--- src/rtl/sram_ctrl_pkg.sv ---
package sram_ctrl_pkg;

  typedef enum logic [1:0] {
    ST_IDLE,
    ST_ACCESS,
    ST_TAIL
  } ctrl_state_e;

  // Nanoseconds to whole cycles, rounded up; zero stays zero.
  function automatic int ns_to_cyc(input int ns, input int period_ns);
    if (ns <= 0) return 0;
    return (ns + period_ns - 1) / period_ns;
  endfunction

  function automatic int imax(input int a, input int b);
    return (a > b) ? a : b;
  endfunction

endpackage

--- src/rtl/sram_ctrl_timer.sv ---
module sram_ctrl_timer #(
  parameter int CNT_W = 3
) (
  input  logic             clk,
  input  logic             rst,
  input  logic             load,
  input  logic [CNT_W-1:0] load_val,
  output logic             zero
);

  logic [CNT_W-1:0] cnt;

  always_ff @(posedge clk) begin
    if (rst) begin
      cnt <= '0;
    end else if (load) begin
      cnt <= load_val;
    end else if (cnt != '0) begin
      cnt <= cnt - 1'b1;
    end
  end

  assign zero = (cnt == '0);

endmodule

--- src/rtl/sram_ctrl_rdcap.sv ---
module sram_ctrl_rdcap #(
  parameter int DATA_W = 8
) (
  input  logic              clk,
  input  logic              rst,
  input  logic              capture,
  input  logic [DATA_W-1:0] din,
  output logic              dvalid,
  output logic [DATA_W-1:0] dout
);

  always_ff @(posedge clk) begin
    if (rst) begin
      dvalid <= 1'b0;
      dout   <= '0;
    end else begin
      dvalid <= capture;
      if (capture) dout <= din;
    end
  end

endmodule

--- src/rtl/sram_ctrl.sv ---
module sram_ctrl
  import sram_ctrl_pkg::*;
#(
  parameter int ADDR_W    = 17,
  parameter int DATA_W    = 8,
  parameter int CLK_NS    = 4,
  parameter int T_AA_NS   = 12,
  parameter int T_OE_NS   = 6,
  parameter int T_RC_NS   = 12,
  parameter int T_WC_NS   = 12,
  parameter int T_WP_NS   = 8,
  parameter int T_DW_NS   = 6,
  parameter int T_AW_NS   = 8,
  parameter int T_OHZ_NS  = 6
) (
  input  logic              clk,
  input  logic              rst,
  input  logic              req_valid,
  output logic              req_ready,
  input  logic              req_write,
  input  logic [ADDR_W-1:0] req_addr,
  input  logic [DATA_W-1:0] req_wdata,
  output logic              rd_valid,
  output logic [DATA_W-1:0] rd_data,
  output logic [ADDR_W-1:0] mem_addr,
  output logic              mem_cs_n,
  output logic              mem_we_n,
  output logic              mem_oe_n,
  output logic [DATA_W-1:0] mem_dq_out,
  output logic              mem_dq_oe,
  input  logic [DATA_W-1:0] mem_dq_in
);

  // Cycle counts derived from the nanosecond parameters.
  localparam int RD_LEN  = imax(1, ns_to_cyc(imax(T_AA_NS, T_OE_NS), CLK_NS));
  localparam int WR_LEN  = imax(1, ns_to_cyc(imax(T_WP_NS, imax(T_DW_NS, T_AW_NS)), CLK_NS));
  localparam int RD_TAIL = imax(1, imax(ns_to_cyc(T_OHZ_NS, CLK_NS),
                                        ns_to_cyc(T_RC_NS, CLK_NS) - RD_LEN));
  localparam int WR_TAIL = imax(1, ns_to_cyc(T_WC_NS, CLK_NS) - WR_LEN);
  localparam int CNT_MAX = imax(imax(RD_LEN, WR_LEN), imax(RD_TAIL, WR_TAIL));
  localparam int CNT_W   = imax(1, $clog2(CNT_MAX + 1));

  ctrl_state_e      state;
  logic             is_wr;
  logic             tmr_zero;
  logic             tmr_load;
  logic [CNT_W-1:0] tmr_val;
  logic             accept;
  logic             access_done;

  assign accept      = (state == ST_IDLE) && req_valid;
  assign access_done = (state == ST_ACCESS) && tmr_zero;
  assign tmr_load    = accept || access_done;

  always_comb begin
    if (accept) begin
      tmr_val = req_write ? CNT_W'(WR_LEN - 1) : CNT_W'(RD_LEN - 1);
    end else begin
      tmr_val = is_wr ? CNT_W'(WR_TAIL - 1) : CNT_W'(RD_TAIL - 1);
    end
  end

  sram_ctrl_timer #(.CNT_W(CNT_W)) u_timer (
    .clk      (clk),
    .rst      (rst),
    .load     (tmr_load),
    .load_val (tmr_val),
    .zero     (tmr_zero)
  );

  sram_ctrl_rdcap #(.DATA_W(DATA_W)) u_rdcap (
    .clk     (clk),
    .rst     (rst),
    .capture (access_done && !is_wr),
    .din     (mem_dq_in),
    .dvalid  (rd_valid),
    .dout    (rd_data)
  );

  always_ff @(posedge clk) begin
    if (rst) begin
      state      <= ST_IDLE;
      is_wr      <= 1'b0;
      req_ready  <= 1'b1;
      mem_addr   <= '0;
      mem_cs_n   <= 1'b1;
      mem_we_n   <= 1'b1;
      mem_oe_n   <= 1'b1;
      mem_dq_out <= '0;
      mem_dq_oe  <= 1'b0;
    end else begin
      case (state)
        ST_IDLE: begin
          if (req_valid) begin
            state     <= ST_ACCESS;
            req_ready <= 1'b0;
            is_wr     <= req_write;
            mem_addr  <= req_addr;
            mem_cs_n  <= 1'b0;
            if (req_write) begin
              mem_we_n   <= 1'b0;
              mem_dq_out <= req_wdata;
              mem_dq_oe  <= 1'b1;
            end else begin
              mem_oe_n <= 1'b0;
            end
          end
        end
        ST_ACCESS: begin
          if (tmr_zero) begin
            state    <= ST_TAIL;
            mem_cs_n <= 1'b1;
            mem_we_n <= 1'b1;
            mem_oe_n <= 1'b1;
          end
        end
        ST_TAIL: begin
          mem_dq_oe <= 1'b0;
          if (tmr_zero) begin
            state     <= ST_IDLE;
            req_ready <= 1'b1;
          end
        end
        default: state <= ST_IDLE;
      endcase
    end
  end

endmodule

--- config.mk ---
export PLATFORM = sky130hd
export DESIGN_NAME = sram_ctrl
export DESIGN_NICKNAME = d
export VERILOG_FILES = /design/src/rtl/sram_ctrl_pkg.sv /design/src/rtl/sram_ctrl_timer.sv /design/src/rtl/sram_ctrl_rdcap.sv /design/src/rtl/sram_ctrl.sv
export SDC_FILE = /design/constraint.sdc
export NUM_CORES = 1
export LEC_CHECK = 0
export ABC_CLOCK_PERIOD_IN_PS = 2290
export BUFFER_PORTS_ARGS = -buffer_cell sky130_fd_sc_hd__buf_2
export CAP_MARGIN = 30
export CORE_UTILIZATION = 30
export DETAILED_ROUTE_END_ITERATION = 16
export PLACE_DENSITY = 0.51
export SKIP_LAST_GASP = 1
export SLEW_MARGIN = 20
export SYNTH_ARGS = -nofsm -noshare
export SYNTH_HDL_FRONTEND = slang
export SYNTH_SLANG_ARGS = --single-unit
--- constraint.sdc ---
create_clock -name clk -period 2.29 [get_ports clk]
set_clock_uncertainty 0.1 [all_clocks]
set_input_delay 0.1145 -clock clk [delete_from_list [all_inputs] [get_ports clk]]
set_output_delay 0.1145 -clock clk [all_outputs]
set_load 0.02 [all_outputs]
==> flow_metrics.tcl <==
set metrics [dict create \
    outcome "completed" \
    grt_max_degree 29 \
    syn-num-nets 245 \
    diodes 0 \
    finalMaxSlewViolations 0 \
    place.gp.congestion 0.7033 \
    place_hpwl_mm 2.711 \
    synth-main-ff-cell "dfxtp_1" \
    path_cells "or3b_1 -> nand2_1 -> a21oi_1" \
    pre_cts_slack_ns 0.5791 \
    cts_tree "done" \
    core-area_um2 5473 \
    routed_wirelength_mm 4.224 \
    area_growth_syn_to_layout_pct 50.74 \
    required_ns 2.42 \
    crit_fanout 19 \
    synth_edf_count 0 \
    worstSetupStartpointType "flip-flop" \
    hold_viol_final 0 \
    maxCapViolations 0 \
    setup_viol 0 \
    critical_path_arrival_ns 1.85 \
    setup_ws_ns 0.5736 \
    postSynthCellCount 206 \
    syn_area_per_cell_um2 8.260 \
    ctsRootBufferMaster "clkbuf_8" \
    tns_ns 0 \
    clock_path_buffers 2 \
    htree_levels 2 \
    crit_buf_inv 0 \
    num_vias 1713 \
    yosys_warnings 0 \
    yosysTopAreaCellShare 0.5176 \
    clk_latency_ns 0.29 \
    synth_cell_type_count 33 \
    synth_area_um2 1702 \
    grt-ovfl-total 0 \
    synthTopCellsByArea "dfxtp_1, nand2_1, a21oi_1, clkbuf_1, ha_1" \
    num-nets-final 349 \
    numClockSinks 44 \
    viasPerCell 4.473 \
    path_clk_slew_ns 0.09 \
    synth-async-reset-ratio 0 \
    first_pass_iters 3 \
    min_path_type "in2reg" \
    finalCriticalPeriod_ns 1.716 \
    rrSetupSlack_ns 0.57 \
    yosysTopAreaCell "dfxtp_1" \
    vdd_drop_max_v 0.0003001 \
    leakage_uw 0.001172 \
    slew_headroom 0.5484 \
    cp_top_family "simple AND/OR/NAND/NOR gates" \
    worstMarginPinSlew_ns 0.6774 \
    die_h_um 77.32 \
    design_area_um2 2565 \
    drive_gt1_frac 0.2894 \
    ys_ff_latch 44 \
    fp.dieArea_um2 5978 \
    track_usage 0.1492 \
    cts_buffers 5 \
    grt_setup_unrepaired "false" \
    crit_slowest_cell "or3b_1" \
    period_share 0.7495 \
    slowest_delay_ns 0.64 \
    critical_path_class "reg2reg" \
    boundaryPins 76 \
    grt_pass1_wl_mm 7.010 \
    antenna_found_initial 0 \
    crit_path_end_kind "flip-flop" \
    drc_errors 0 \
    wire_per_inst_um 11.03 \
    placed_area_um2 2113 \
    cts.repair_timing.setup_buffer_count 0 \
    start_util 0.3109 \
    final_util 0.4687 \
    initialDrtViolationCount 37 \
    io_buffers 75 \
    max_freq_ghz 0.5826 \
    power.density_nw_per_um2 862.5 \
    rows 27 \
    drtAntennaViolNets 0 \
    ys_seq_area_frac 0.5176 \
    grt_pass1_vias 1570 \
    total_power_uw 2212 \
    fp.dieW_um 77.32 \
]
[report_power, final]
part	switching (uW)	internal, uW	leakage, uW
registers	73.4	870	0.000361
logic	380	269	0.000750
clock network	263	357	0.0000614
[kinds of logic (layout without fill, tap and decap cells)]
group                    count (synthesis)  after routing  synth area share
AO/OA/AOI/OAI                           50             50            0.1632
adder cells (fa/ha/maj)                  2              2           0.01470
buffers and inverters                   21            126           0.06250
flip-flops                              44             44            0.5176
XOR/XNOR                                 1              1          0.005148
multiplexers                             1              1          0.005883
AND/OR/NAND/NOR                         87             87            0.2309
[metrics by stage]
stage,instances,hold slack [ns]
6_report,383,0.01224
4_1_cts,383,0.003325
5_1_grt,383,0.02629
3_3_place_gp,342,0.2591
2_1_floorplan,206,0.1275
3_5_place_dp,342,0.2591
[tightest hold or removal path: stages]
cell     delay [ns]
buf_2          0.14
o21ai_2        0.07
nand2_1        0.06
[flip-flops by register name, summed over array words and instances (netlist names)]
signal / count
mem_addr: 17
req_ready: 1
u_timer.cnt: 2
mem_cs_n: 1
is_wr: 1
u_rdcap.dvalid: 1
mem_oe_n: 1
mem_we_n: 1
state: 2
u_rdcap.dout: 8
mem_dq_out: 8
mem_dq_oe: 1
[layout make-up]
class	instances	area [um^2]
well taps	72	90.09
fillers	548	2908
flip-flops and latches	44	880.8
multi-input cells	141	714.4
clock buffers	6	82.58
inverters	6	22.52
clock inverters	2	38.79
repair buffers	112	735.7
[final timing paths]
path	to	depth (start not counted)	startpoint
max	mem_addr[4]$_SDFFE_PP0P_	3	state[1]$_SDFFE_PP0P_
min	mem_oe_n$_SDFFE_PP1P_	3	req_write
max reg2reg	mem_addr[4]$_SDFFE_PP0P_	3	state[1]$_SDFFE_PP0P_
min reg2reg	mem_we_n$_SDFFE_PP1P_	2	mem_we_n$_SDFFE_PP1P_
[cells in the mapped netlist (all sizes together) (2+ instances only)]
cell	instances
inv	6
nor3	2
nand4bb	2
ha	2
a31oi	2
clkbuf	7
nand2	69
dfxtp	44
nor4bb	2
a21oi	38
buf	8
o21ai	4
nor2b	3
nor2	4
[what timing repair did]
action                    in CTS  in global routing
resized for setup              0                  0
hold buffers                  33                  0
hold endpoints to repair      33                  0
[layer usage]
| layer | GRT usage | up-vias | share of wire |
|---|---|---|---|
| met5 | 0 | - | 0 |
| met4 | 0.08302 | 0 | 0.024 |
| met3 | 0.03571 | 10 | 0.054 |
| met2 | 0.2434 | 55 | 0.46 |
| met1 | 0.1788 | 765 | 0.46 |
| li1 | - | 883 | - |
[cell usage in the layout, fill, tap and decap left out, types with 2 or more instances in the layout]
cell	Yosys	layout
nor2b_1	3	3
nor2_1	4	4
nor3_1	2	2
a31oi_1	2	2
clkbuf_8	0	6
dlygate4sd3_1	0	33
o21ai_0	3	3
buf_4	1	4
buf_2	4	75
dfxtp_1	44	44
nand4bb_1	2	2
inv_1	6	6
ha_1	2	2
a21oi_1	37	37
nor4bb_1	2	2
nand2_1	69	69
(Power assumes the default switching activity.)
